### config.mk
export PLATFORM = sky130hd
export DESIGN_NAME = txstage_ctl
export DESIGN_NICKNAME = d
export VERILOG_FILES = /design/src/rtl/txstage_pkg.sv /design/src/rtl/txstage_fsm.sv /design/src/rtl/txstage_buf.sv /design/src/rtl/txstage_status.sv /design/src/rtl/txstage_ctl.sv
export SDC_FILE = /design/constraint.sdc
export NUM_CORES = 1
export LEC_CHECK = 0
export BUFFER_PORTS_ARGS = -buffer_cell sky130_fd_sc_hd__buf_2
export CORE_ASPECT_RATIO = 2
export CORE_UTILIZATION = 40
export DETAILED_ROUTE_END_ITERATION = 16
export PLACE_DENSITY_LB_ADDON = 0.15
export SYNTH_ARGS = -nofsm -noshare
export SYNTH_HDL_FRONTEND = slang
export SYNTH_SLANG_ARGS = --single-unit
### constraint.sdc
create_clock -name clk -period 2.9 [get_ports clk]
set_input_delay 0.58 -clock clk [delete_from_list [all_inputs] [get_ports clk]]
set_output_delay 0.58 -clock clk [all_outputs]
set_load 0.1 [all_outputs]
### src/rtl/txstage_pkg.sv
package txstage_pkg;

    localparam int ADDR_W = 2;
    localparam logic [ADDR_W-1:0] A_CTRL   = 2'd0;
    localparam logic [ADDR_W-1:0] A_STAT   = 2'd1;
    localparam logic [ADDR_W-1:0] A_IRQEN  = 2'd2;
    localparam logic [ADDR_W-1:0] A_DMACTL = 2'd3;

    // stage order used internally
    localparam int NSTAGE = 5;
    localparam int SG_HF  = 0;
    localparam int SG_BIT = 1;
    localparam int SG_SER = 2;
    localparam int SG_ENG = 3;
    localparam int SG_FRM = 4;

    // control word bit positions
    localparam int CB_BIT = 8;
    localparam int CB_HF  = 9;
    localparam int CB_SER = 10;
    localparam int CB_ENG = 11;
    localparam int CB_FRM = 12;

    // status word bit positions
    localparam int STAT_W  = 9;
    localparam int SB_UNDR = 0;
    localparam int SB_SYNC = 1;
    localparam int SB_CKF  = 2;
    localparam int SB_DMS  = 3;
    localparam int SB_LAST = 4;
    localparam int SB_NEED = 5;
    localparam int SB_SOF  = 6;
    localparam int SB_DMAE = 7;
    localparam int SB_ERR  = 8;

    typedef enum logic [2:0] {
        ST_IDLE   = 3'd0,
        ST_HFCLK  = 3'd1,
        ST_BITCLK = 3'd2,
        ST_SERIAL = 3'd3,
        ST_ENGINE = 3'd4,
        ST_RUN    = 3'd5
    } stage_e;

    // highest stage whose request bit and all earlier ones are set
    function automatic stage_e stage_ceiling(input logic [NSTAGE-1:0] req);
        logic [2:0] n;
        logic       hold;
        n    = '0;
        hold = 1'b1;
        for (int i = 0; i < NSTAGE; i++) begin
            hold = hold & req[i];
            if (hold) n = n + 3'd1;
        end
        return stage_e'(n);
    endfunction

endpackage

### src/rtl/txstage_fsm.sv
module txstage_fsm
    import txstage_pkg::*;
(
    input  logic              clk,
    input  logic              rst_n,
    input  logic [NSTAGE-1:0] req,
    input  logic              loaded,
    output logic [NSTAGE-1:0] en
);

    stage_e state_q, state_d, ceil;

    always_ff @(posedge clk or negedge rst_n) begin
        if (!rst_n) state_q <= ST_IDLE;
        else        state_q <= state_d;
    end

    always_comb begin
        ceil    = stage_ceiling(req);
        state_d = state_q;
        unique case (state_q)
            ST_IDLE:   if (req[SG_HF])            state_d = ST_HFCLK;
            ST_HFCLK:  if (req[SG_BIT])           state_d = ST_BITCLK;
            ST_BITCLK: if (req[SG_SER])           state_d = ST_SERIAL;
            ST_SERIAL: if (req[SG_ENG] && loaded) state_d = ST_ENGINE;
            ST_ENGINE: if (req[SG_FRM])           state_d = ST_RUN;
            ST_RUN:                               state_d = ST_RUN;
            default:                              state_d = ST_IDLE;
        endcase
        if (state_q > ceil) state_d = ceil;
    end

    always_comb begin
        en = '0;
        unique case (state_q)
            ST_IDLE:   en = 5'b00000;
            ST_HFCLK:  en = 5'b00001;
            ST_BITCLK: en = 5'b00011;
            ST_SERIAL: en = 5'b00111;
            ST_ENGINE: en = 5'b01111;
            ST_RUN:    en = 5'b11111;
            default:   en = 5'b00000;
        endcase
    end

endmodule

### src/rtl/txstage_buf.sv
module txstage_buf (
    input  logic clk,
    input  logic rst_n,
    input  logic ser_on,
    input  logic eng_on,
    input  logic buf_wr,
    input  logic slot_start,
    output logic full,
    output logic underrun
);

    always_ff @(posedge clk or negedge rst_n) begin
        if (!rst_n)                     full <= 1'b0;
        else if (!ser_on)               full <= 1'b0;
        else if (buf_wr)                full <= 1'b1;
        else if (slot_start && eng_on)  full <= 1'b0;
    end

    assign underrun = slot_start && eng_on && !full;

endmodule

### src/rtl/txstage_status.sv
module txstage_status
    import txstage_pkg::*;
(
    input  logic              clk,
    input  logic              rst_n,
    input  logic [STAT_W-1:0] set_vec,
    input  logic [STAT_W-1:0] clr_vec,
    input  logic              need,
    output logic [STAT_W-1:0] word
);

    localparam logic [STAT_W-1:0] LIVE_MASK =
        (STAT_W'(1) << SB_NEED) | (STAT_W'(1) << SB_ERR);
    localparam logic [STAT_W-1:0] STICKY_MASK = ~LIVE_MASK;
    localparam logic [STAT_W-1:0] ERR_MASK =
        (STAT_W'(1) << SB_UNDR) | (STAT_W'(1) << SB_SYNC) |
        (STAT_W'(1) << SB_CKF)  | (STAT_W'(1) << SB_DMAE);

    logic [STAT_W-1:0] sticky_q;

    always_ff @(posedge clk or negedge rst_n) begin
        if (!rst_n) sticky_q <= '0;
        else        sticky_q <= ((sticky_q & ~clr_vec) | set_vec) & STICKY_MASK;
    end

    always_comb begin
        word         = sticky_q;
        word[SB_NEED] = need;
        word[SB_ERR]  = |(sticky_q & ERR_MASK);
    end

endmodule

### src/rtl/txstage_ctl.sv
module txstage_ctl
    import txstage_pkg::*;
#(
    parameter int REG_W = 16
) (
    input  logic              clk,
    input  logic              rst_n,
    input  logic              reg_wr,
    input  logic [ADDR_W-1:0] reg_addr,
    input  logic [REG_W-1:0]  reg_wdata,
    output logic [REG_W-1:0]  reg_rdata,
    input  logic              buf_wr,
    input  logic              slot_start,
    input  logic              frame_start,
    input  logic              ev_sync_err,
    input  logic              ev_clk_fail,
    input  logic              ev_dm_slot,
    input  logic              ev_last_slot,
    input  logic              ev_dma_err,
    output logic              hf_clk_en,
    output logic              bit_clk_en,
    output logic              ser_en,
    output logic              eng_en,
    output logic              fs_en,
    output logic              dma_req,
    output logic              irq
);

    logic [NSTAGE-1:0] req_q;
    logic [NSTAGE-1:0] en;
    logic [REG_W-1:0]  irq_en_q;
    logic [REG_W-1:0]  dma_ctl_q;
    logic              buf_full;
    logic              underrun;
    logic              need;
    logic [STAT_W-1:0] set_vec;
    logic [STAT_W-1:0] clr_vec;
    logic [STAT_W-1:0] stat_word;

    // register writes
    always_ff @(posedge clk or negedge rst_n) begin
        if (!rst_n) begin
            req_q     <= '0;
            irq_en_q  <= '0;
            dma_ctl_q <= '0;
        end else if (reg_wr) begin
            unique case (reg_addr)
                A_CTRL: begin
                    req_q[SG_HF]  <= reg_wdata[CB_HF];
                    req_q[SG_BIT] <= reg_wdata[CB_BIT];
                    req_q[SG_SER] <= reg_wdata[CB_SER];
                    req_q[SG_ENG] <= reg_wdata[CB_ENG];
                    req_q[SG_FRM] <= reg_wdata[CB_FRM];
                end
                A_IRQEN:  irq_en_q  <= reg_wdata;
                A_DMACTL: dma_ctl_q <= reg_wdata;
                default: ;
            endcase
        end
    end

    txstage_fsm fsm_i (
        .clk    (clk),
        .rst_n  (rst_n),
        .req    (req_q),
        .loaded (buf_full),
        .en     (en)
    );

    txstage_buf buf_i (
        .clk        (clk),
        .rst_n      (rst_n),
        .ser_on     (en[SG_SER]),
        .eng_on     (en[SG_ENG]),
        .buf_wr     (buf_wr),
        .slot_start (slot_start),
        .full       (buf_full),
        .underrun   (underrun)
    );

    always_comb begin
        set_vec          = '0;
        set_vec[SB_UNDR] = underrun;
        set_vec[SB_SYNC] = ev_sync_err;
        set_vec[SB_CKF]  = ev_clk_fail;
        set_vec[SB_DMS]  = ev_dm_slot;
        set_vec[SB_LAST] = ev_last_slot;
        set_vec[SB_SOF]  = frame_start && en[SG_FRM];
        set_vec[SB_DMAE] = ev_dma_err;
        clr_vec = (reg_wr && reg_addr == A_STAT) ? reg_wdata[STAT_W-1:0] : '0;
    end

    assign need = en[SG_SER] && !buf_full;

    txstage_status stat_i (
        .clk     (clk),
        .rst_n   (rst_n),
        .set_vec (set_vec),
        .clr_vec (clr_vec),
        .need    (need),
        .word    (stat_word)
    );

    assign hf_clk_en  = en[SG_HF];
    assign bit_clk_en = en[SG_BIT];
    assign ser_en     = en[SG_SER];
    assign eng_en     = en[SG_ENG];
    assign fs_en      = en[SG_FRM];
    assign dma_req    = stat_word[SB_NEED] && !dma_ctl_q[0];
    assign irq        = irq_en_q[0] && stat_word[SB_UNDR];

    // read mux
    always_comb begin
        reg_rdata = '0;
        unique case (reg_addr)
            A_CTRL: begin
                reg_rdata[CB_HF]  = en[SG_HF];
                reg_rdata[CB_BIT] = en[SG_BIT];
                reg_rdata[CB_SER] = en[SG_SER];
                reg_rdata[CB_ENG] = en[SG_ENG];
                reg_rdata[CB_FRM] = en[SG_FRM];
            end
            A_STAT:   reg_rdata[STAT_W-1:0] = stat_word;
            A_IRQEN:  reg_rdata = irq_en_q;
            A_DMACTL: reg_rdata = dma_ctl_q;
            default:  reg_rdata = '0;
        endcase
    end

endmodule

==> results of run 1 <==
[stage by stage]
step                      hold slack [ns]  setup TNS [ns]  instances
after global placement              0.464          -0.128        370
final                               0.288               0        378
after CTS                           0.311               0        378
after global routing                0.346         -0.0117        378
after detailed placement            0.472          -0.252        370
after floorplan                     0.284          -0.441        231
[power breakdown]
group	internal, mW	switching, mW	leakage (nW)
combinational	0.621	1.20	0.923
clock	0.318	0.247	0.0736
sequential	0.807	0.118	0.559
[what timing repair did]
action                                  CTS  global route
endpoints found under the setup margin    2             2
gates resized for setup                   6             5
pin swaps                                 4             5
gates cloned                              0             0
[metal layers]
metal	GRT usage (%)	up-vias	routed length, um
li1	-	949	-
met1	22.2	983	2390
met2	36.3	42	3430
met3	3.30	8	167
met4	8.57	0	128
met5	0	-	0
[registers in the layout (all words and copies together) (netlist names)]
| register | cells |
|---|---|
| buf_i.full | 1 |
| irq_en_q | 16 |
| req_q | 5 |
| dma_ctl_q | 16 |
| stat_i.sticky_q | 7 |
| fsm_i.state_q | 3 |
[cells by family after synthesis]
family,Yosys count
compound gates,46
xor+xnor,1
fa+ha+maj,8
buf+inv,22
flops,48
mux,50
simple gates,56
[path summary, 6_finish.rpt]
check | endpoint | slack [ns] | from
min in group clk | stat_i.sticky_q[3]$_DFF_PN0_ | 0.47 | ev_dm_slot
setup reg to reg | fsm_i.state_q[0]$_DFFE_PN0P_ | 0.12 | req_q[1]$_DFFE_PN0P_
setup / recovery | fsm_i.state_q[0]$_DFFE_PN0P_ | 0.12 | req_q[1]$_DFFE_PN0P_
max in group asynchronous | stat_i.sticky_q[4]$_DFF_PN0_ | 2.00 | rst_n
hold / removal | stat_i.sticky_q[3]$_DFF_PN0_ | 0.29 | rst_n
hold reg to reg | stat_i.sticky_q[3]$_DFF_PN0_ | 0.48 | stat_i.sticky_q[3]$_DFF_PN0_
[cell type report]
class,instances,area (um^2),share of cell area [%]
clock buffers,5,125,3.56
clock inverters,3,18.8,0.534
inverters,8,36.3,1.03
multi-input cells,161,1500,42.7
flip-flops and latches,48,1200,34.2
well taps,86,108,3.06
repair buffers,67,526,15.0
[placed cells by master (no fill, tap or decap), types with 6 or more instances in the layout]
cell type	n
a22o_1	8
mux2_2	42
mux2i_1	6
buf_2	41
buf_12	10
o21ai_0	7
buf_4	16
nor2_1	8
inv_1	6
dfrtp_1	48
nand2_1	18
[critical path: stages, from the launching register on]
cell	delay, ns
dfrtp_1	0.42
a21boi_4	0.19
ha_4	0.22
o21a_1	0.18
ha_1	0.27
mux2_4	0.27
o21ai_4	0.17
ha_4	0.23
a211o_1	0.31
nand2_2	0.09
mux2_2	0.33
==> flow_summary.toml, run 1 <==
[logic_synthesis]
synth_ff_type = "dfrtp_1"
synth_compound_area_share_pct = 12.9
syn_inst = 231
seq_area_frac_synth_pct = 45.5
yosysMostFrequentCell = "dfrtp_1"
synth_xor_xnor_area_share_pct = 0.332
syn_area_mm2 = 0.00264
syn-num-nets = 268
synth_area_leader_cell = "dfrtp_1"
yosys.area_share.simple_pct = 12.2
syn_avg_cell_area_um2 = 11.4
synthTopCellsByArea = "dfrtp_1 (45%), mux2_2 (18%), ha_1 (3.8%)"
synth_seq_cells = 48
ys_types = 41
synth_top_area_share_pct = 45.5
yosys_warnings = 0
synth_top_family_by_area = "multiplexers"
synthTopCellsByCount = "dfrtp_1 (48), mux2_2 (43), nand2_1 (19)"
synth_enable_flop_cells = 0
async_flop_share_pct = 100
synthAdderAreaFrac_pct = 3.79
synth.area.mux_share_pct = 21.0

[clock_network]
numCtsBuffers = 5
clk_latency_ns = 0.28
path_clk_slew_ns = 0.06
cts_setup_buffers = 0
root_buffer = "clkbuf_16"
clock_tree.buffer_depth = 2
hold_buffers = 0
cts_tree = "yes"
htree_num_levels = 2
clock_sinks = 48

[detailed_routing]
routed_wl_mm = 6.12
wire_per_inst_um = 16.2
ant_nets = 0
vias = 1982
drc = 0
dr.pass1.iters = 4
vias_per_cell = 5.24
dr.first_iter.drc_count = 52

[finish]
synthToLayoutAreaGrowth_pct = 33.1
fin_area_mm2 = 0.00351
nFillCells = 579
drive_above_1_share_pct = 51.0
nets = 328
utilization_pct = 55.2
antenna_cells = 0

[critical_path]
r2r_cells = 10
cp-end-kind = "flop"
cp_max_fo = 4
worstPathRequired_ns = 3.07
cp.arrival_ns = 2.95
crit_type = "reg2reg"
cp-start-kind = "flop"

[placement]
dpl_cell_area_mm2 = 0.00331
dp_slack_ns = -0.149
place_congestion = 0.726
hpwlAfterDp_mm = 4.70
port_buffers = 51

[timing]
fin_crit_ns = 2.78
clock.fmax_ghz = 0.360
finalHoldViolCount = 0
relSlewSlack_pct = 60.9
fin_ws_ns = 0.122
maxSlewViolCount = 0
final.period_utilization_pct = 95.8
fin_skew_ns = 0.00204
setup_violations = 0
worst_pin_slew_ns = 0.586

[global_route]
grt_pass1_vias = 2040
grt.total_usage_pct = 20.0
grt_overflow_total = 0
grt_pass1_wl_mm = 10.1
grt_max_degree = 27
antenna_found_initial = 0

[die]
pin_count = 52
start_util_pct = 41.5
die-area_mm2 = 0.00695
rows = 41
core_mm2 = 0.00636
die_h_um = 117
fp.dieW_um = 59.4

[job]
maxCapViolCount = 0

[power_and_ir_drop]
p_per_area_mw_per_mm2 = 941
power_mw = 3.31
power.leakage_nw = 1.56
ir_drop_v = 0.000588

[outcome]
status = "complete, no violations"

[worst_hold_path]
hp-class = "in2async"
No activity file was read; power rests on OpenSTA's default activity.
==> run 2: changes to the inputs <==
--- a/config.mk
+++ b/config.mk
@@ -7,7 +7,7 @@
 export LEC_CHECK = 0
 export BUFFER_PORTS_ARGS = -buffer_cell sky130_fd_sc_hd__buf_2
 export CORE_ASPECT_RATIO = 2
-export CORE_UTILIZATION = 40
+export CORE_UTILIZATION = 50
 export DETAILED_ROUTE_END_ITERATION = 16
 export PLACE_DENSITY_LB_ADDON = 0.15
 export SYNTH_ARGS = -nofsm -noshare
==> run 2 against run 1 <==
  * Critical path depth stayed put
  * Hold slack got worse by 0.014 ns
  * Clock-buffer cell count grew 1
  * Global-route usage up 4.4 points
  * First-iteration DRC count fell by 52%
  * Register-to-register slack got worse by 0.05 ns
  * Clock power down 15%
  * Core utilization grew 12 points
  * Routed wire length shrank 2.6%
  * Final cell count is 6.9% lower
  * Die area decreased by 20%
  * Critical endpoint is now fsm_i.state_q[1]$_DFFE_PN0P_
  * Largest cell class unchanged
==> flow_summary.toml, run 2 (same netlist as run 1, synthesis figures left out) <==
[clock_network]
numCtsBuffers = 5
root_buffer = "clkbuf_8"
hold_buffers = 0
path_clk_slew_ns = 0.09
clock_sinks = 48
htree_num_levels = 2
clock_tree.buffer_depth = 2
cts_tree = "yes"
clk_latency_ns = 0.30

[detailed_routing]
drc = 0
dr.first_iter.drc_count = 25
dr.pass1.iters = 4
ant_nets = 0
routed_wl_mm = 5.96
vias = 2011
wire_per_inst_um = 16.9
vias_per_cell = 5.71

[timing]
setup_violations = 0
relSlewSlack_pct = 58.9
worst_pin_slew_ns = 0.616
fin_skew_ns = 0.00290
final.period_utilization_pct = 97.6
fin_crit_ns = 2.83
maxSlewViolCount = 0
clock.fmax_ghz = 0.353
rsz0062_at_grt = "true"
finalHoldViolCount = 0

[outcome]
status = "complete, no violations"

[global_route]
grt_overflow_total = 0
grt_pass1_wl_mm = 9.72
grt_pass1_vias = 2016
grt.total_usage_pct = 24.4
antenna_found_initial = 0
grt_max_degree = 28

[power_and_ir_drop]
power_mw = 3.24
power.leakage_nw = 1.55
p_per_area_mw_per_mm2 = 942
ir_drop_v = 0.000803

[critical_path]
cp-start-kind = "flop"
path_common_cell = "ha_1"
cp.arrival_ns = 3.06
worstPathRequired_ns = 3.14
cp-end-kind = "flop"
cp_max_fo = 4
cp_slowest_cell = "dfrtp_1"
critPathBufInv = 0
max_stage_delay_ns = 0.40
r2r_cells = 10
timing.rr.start = "req_q[0]$_DFFE_PN0P_"
r2r_slack_ns = 0.07
crit_type = "reg2reg"
cp_top_family = "compound AO/OA/AOI/OAI gates"
r2r-end = "fsm_i.state_q[1]$_DFFE_PN0P_"
path_cells = "a21boi_2 > ha_1 > o21a_1 > ha_1 > mux2_4 > o21ai_4 > ha_4 > a211o_1 > a221o_2 > o21ai_1"

[finish]
drive_above_1_share_pct = 51.0
final_cell_mix = "dfrtp_1 (48), mux2_2 (41), buf_2 (41)"
layout_commonest_cell = "dfrtp_1"
utilization_pct = 67.6
antenna_cells = 0
reg.largest.list = "dma_ctl_q x16, irq_en_q x16, stat_i.sticky_q x7"
nets = 330
synthToLayoutAreaGrowth_pct = 30.3

[die]
rows = 37
pin_count = 52
die_h_um = 105
die-area_mm2 = 0.00559
fp.dieW_um = 53.4
core_mm2 = 0.00509
start_util_pct = 51.8

[placement]
port_buffers = 51
hpwlAfterDp_mm = 4.54
place_congestion = 0.799

[job]
maxCapViolCount = 0

[worst_hold_path]
hp-class = "in2async"
[run 2: routing by layer]
metal  up-vias  track usage, %  wire [um]
met5         -               0          0
met4         0            9.59        108
met3         7            4.51        165
met2        40            42.8       3360
met1      1007            27.4       2320
li1        957               -          -
[run 2: cell type report]
cell class                 instances  area (um^2)
fill                             412         1650
clock buffer                       6         72.6
clock inverter                     2         35.0
multi-input combinational        161         1480
sequential                        48         1200
inverter                           8         36.3
tap                               58         72.6
timing repair buffer              69          541
[run 2: repair_timing]
item                                    in CTS  in global routing
buffers inserted                             0                  2
pin swaps                                    0                  6
endpoints found under the setup margin       2                  3
gates resized for setup                      2                 10
[run 2: worst register-to-register path, delay by kind of cell, from the launching register on]
kind	cells	cell delay (ns)
multiplexers	1	0.27
flip-flops	1	0.40
AO/OA/AOI/OAI	6	1.31
adder cells (fa/ha/maj)	3	0.79
[run 2: report_power, final]
part / leakage (nW) / switching (mW) / internal [mW] / total, mW
Combinational: 0.932 / 1.20 / 0.630 / 1.83
Clock: 0.0552 / 0.227 / 0.256 / 0.483
Sequential: 0.559 / 0.120 / 0.806 / 0.926
[run 2: metrics by stage]
stage          cells  TNS, ns  instance area (um^2)  worst slack [ns]  hold WS [ns]
6_report         352        0                  3440            0.0706         0.274
5_1_grt          352  -0.0134                  3440           -0.0104         0.306
4_1_cts          350        0                  3390            0.0255         0.286
3_5_place_dp     342   -0.146                  3280           -0.0965         0.474
3_3_place_gp     342  -0.0492                  3280           -0.0485         0.464
2_1_floorplan    231   -0.441                  2770            -0.248         0.284
[run 2: worst max-delay path by stage]
stage	startpoint	to	slack, ns	cells after the start
after floorplan	fsm_i.state_q[2]$_DFFE_PN0P_	reg_rdata[9]	-0.25	4
after global placement	req_q[0]$_DFFE_PN0P_	fsm_i.state_q[0]$_DFFE_PN0P_	-0.05	10
after detailed placement	req_q[0]$_DFFE_PN0P_	fsm_i.state_q[0]$_DFFE_PN0P_	-0.1	10
after CTS	req_q[0]$_DFFE_PN0P_	fsm_i.state_q[0]$_DFFE_PN0P_	0.03	10
after global routing	req_q[0]$_DFFE_PN0P_	fsm_i.state_q[0]$_DFFE_PN0P_	-0.01	10
final	req_q[0]$_DFFE_PN0P_	fsm_i.state_q[1]$_DFFE_PN0P_	0.07	10
==> run 3: changes to the inputs <==
==> constraint.sdc (replaced) <==
create_clock -name clk -period 2.9 [get_ports clk]
set_input_delay 0.435 -clock clk [delete_from_list [all_inputs] [get_ports clk]]
set_output_delay 0.435 -clock clk [all_outputs]
set_load 0.1 [all_outputs]
==> run 3 against run 2 <==
  * Non-clock buffer count shrank 3
  * Final cell count down 0.85%
  * Clock-buffer cell count down 1
  * Design area is 1.5% lower
  * Fmax hardly changed
  * Total power up 0.96%
  * Hold slack got worse by 0.26 ns
  * Global-route usage about the same
  * Critical path type unchanged
  * Largest cell class unchanged
  * Largest power group unchanged
==> flow_summary.toml, run 3 (same netlist as run 1, synthesis figures left out) <==
[timing]
final.setup.tns_ns = 0
relSlewSlack_pct = 65.0
setup_violations = 0
fin_skew_ns = 0.00301
fin_ws_ns = 0.0683
worst_pin_slew_ns = 0.524
finalHoldViolCount = 0
whs_ns = 0.0118
fin_crit_ns = 2.83
clock.fmax_ghz = 0.353
maxSlewViolCount = 0
final.period_utilization_pct = 97.6

[global_route]
grt_pass1_wl_mm = 9.80
grt_pass1_vias = 2028
antenna_found_initial = 0
grt.total_usage_pct = 24.4
grt_max_degree = 35
grt_overflow_total = 0

[critical_path]
cp.arrival_ns = 3.04
crit_type = "reg2reg"
worstPathRequired_ns = 3.10
path_cells = "a21boi_4 > ha_4 > o21a_1 > ha_1 > mux2_4 > o21ai_2 > ha_1 > a211o_1 > nand2_2 > mux2_2"
path_common_cell = "ha_1"
cp-end-kind = "flop"
cp-start-kind = "flop"
critPathBufInv = 0
max_stage_delay_ns = 0.42
cp_top_family = "compound AO/OA/AOI/OAI gates"
cp_max_fo = 5
cp_slowest_cell = "dfrtp_1"

[finish]
fin_area_mm2 = 0.00339
stdcell_count = 349
reg.largest.list = "dma_ctl_q x16, irq_en_q x16, stat_i.sticky_q x7"
synthToLayoutAreaGrowth_pct = 28.3
layout_commonest_cell = "dfrtp_1"
nets = 327
drive_above_1_share_pct = 49.5
final_cell_mix = "dfrtp_1 (48), buf_2 (43), mux2_2 (42)"
antenna_cells = 0
utilization_pct = 66.5

[die]
core_mm2 = 0.00509
die-area_mm2 = 0.00559
start_util_pct = 51.8
die_h_um = 105
rows = 37
fp.dieW_um = 53.4
pin_count = 52

[power_and_ir_drop]
power_mw = 3.27
clkPwrFrac_pct = 15.4
p_sw_share_pct = 48.4
seqPwrFrac_pct = 28.2
pwr-share-comb_pct = 56.4
p_sw_mw = 1.59
p_int_mw = 1.69
power.leakage_nw = 1.52
p_per_area_mw_per_mm2 = 966
ir_drop_v = 0.000906

[detailed_routing]
dr.first_iter.drc_count = 21
wire_per_inst_um = 17.0
vias_per_cell = 5.70
routed_wl_mm = 5.95
ant_nets = 0
vias = 1988
drc = 0
dr.pass1.iters = 4

[clock_network]
clock_tree.buffer_depth = 2
hold_buffers = 0
clk_latency_ns = 0.31
path_clk_slew_ns = 0.09
root_buffer = "clkbuf_8"
numCtsBuffers = 5
htree_num_levels = 2
clock_sinks = 48
cts_tree = "yes"

[job]
maxCapViolCount = 0

[placement]
dp_slack_ns = -0.118
hpwlAfterDp_mm = 4.40
place_congestion = 0.755
placedCellCount = 338
port_buffers = 51
dpl_cell_area_mm2 = 0.00320

[worst_hold_path]
hp-class = "in2async"

[outcome]
status = "complete, no violations"
[run 3: cell count changes in the layout (fill, tap and decap cells not counted), moves of 2 or more]
| cell | previous run | this run |
|---|---|---|
| nor2b_2 | 3 | 0 |
| buf_4 | 18 | 15 |
| nor2b_1 | 2 | 5 |
| buf_12 | 10 | 8 |
| buf_2 | 41 | 43 |
[run 3: area by class of cell]
| cell class | count | area [um^2] |
|---|---|---|
| clock buffers | 5 | 68.8 |
| inverters | 8 | 36.3 |
| multi-input cells | 161 | 1480 |
| clock inverters | 3 | 46.3 |
| repair buffers | 66 | 488 |
| flip-flops and latches | 48 | 1200 |
| well taps | 58 | 72.6 |
| fillers | 428 | 1700 |
[run 3: worst paths after layout]
path	start	endpoint	slack, ns	depth (start not counted)
max	req_q[0]$_DFFE_PN0P_	fsm_i.state_q[0]$_DFFE_PN0P_	0.07	10
min	rst_n	fsm_i.state_q[2]$_DFFE_PN0P_	0.01	1
max reg2reg	req_q[0]$_DFFE_PN0P_	fsm_i.state_q[0]$_DFFE_PN0P_	0.07	10
min reg2reg	stat_i.sticky_q[3]$_DFF_PN0_	stat_i.sticky_q[3]$_DFF_PN0_	0.48	1
max in group asynchronous	rst_n	dma_ctl_q[4]$_DFFE_PN0P_	2.14	2
min in group clk	ev_dm_slot	stat_i.sticky_q[3]$_DFF_PN0_	0.30	2
[run 3: power by group through the flow]
stage	clock network [mW]	logic, mW	registers, mW
floorplan	0	1.40	0.900
global placement	0	1.74	0.927
detailed placement	0	1.76	0.934
CTS	0.512	1.78	0.921
global route	0.542	1.94	0.946
finish	0.503	1.85	0.924
[run 3: repair_timing]
action / in CTS / in global routing
setup buffers: 1 / 2
resized for setup: 6 / 7
endpoints found under the setup margin: 3 / 3
pin swaps: 3 / 11
[run 3: metal layers]
layer,global-route usage (%),vias to the layer above,share of wire [%]
met2,42.3,37,56
met5,0,-,0
li1,-,953,-
met3,5.09,5,3.0
met1,28.1,993,39
met4,8.65,0,1.4
[run 3: worst register-to-register path: stages, from the launching register on]
cell      delay (ns)
dfrtp_1         0.42
a21boi_4        0.23
ha_4            0.22
o21a_1          0.17
ha_1            0.27
mux2_4          0.26
o21ai_2         0.14
ha_1            0.26
a211o_1         0.33
nand2_2         0.11
mux2_2          0.33
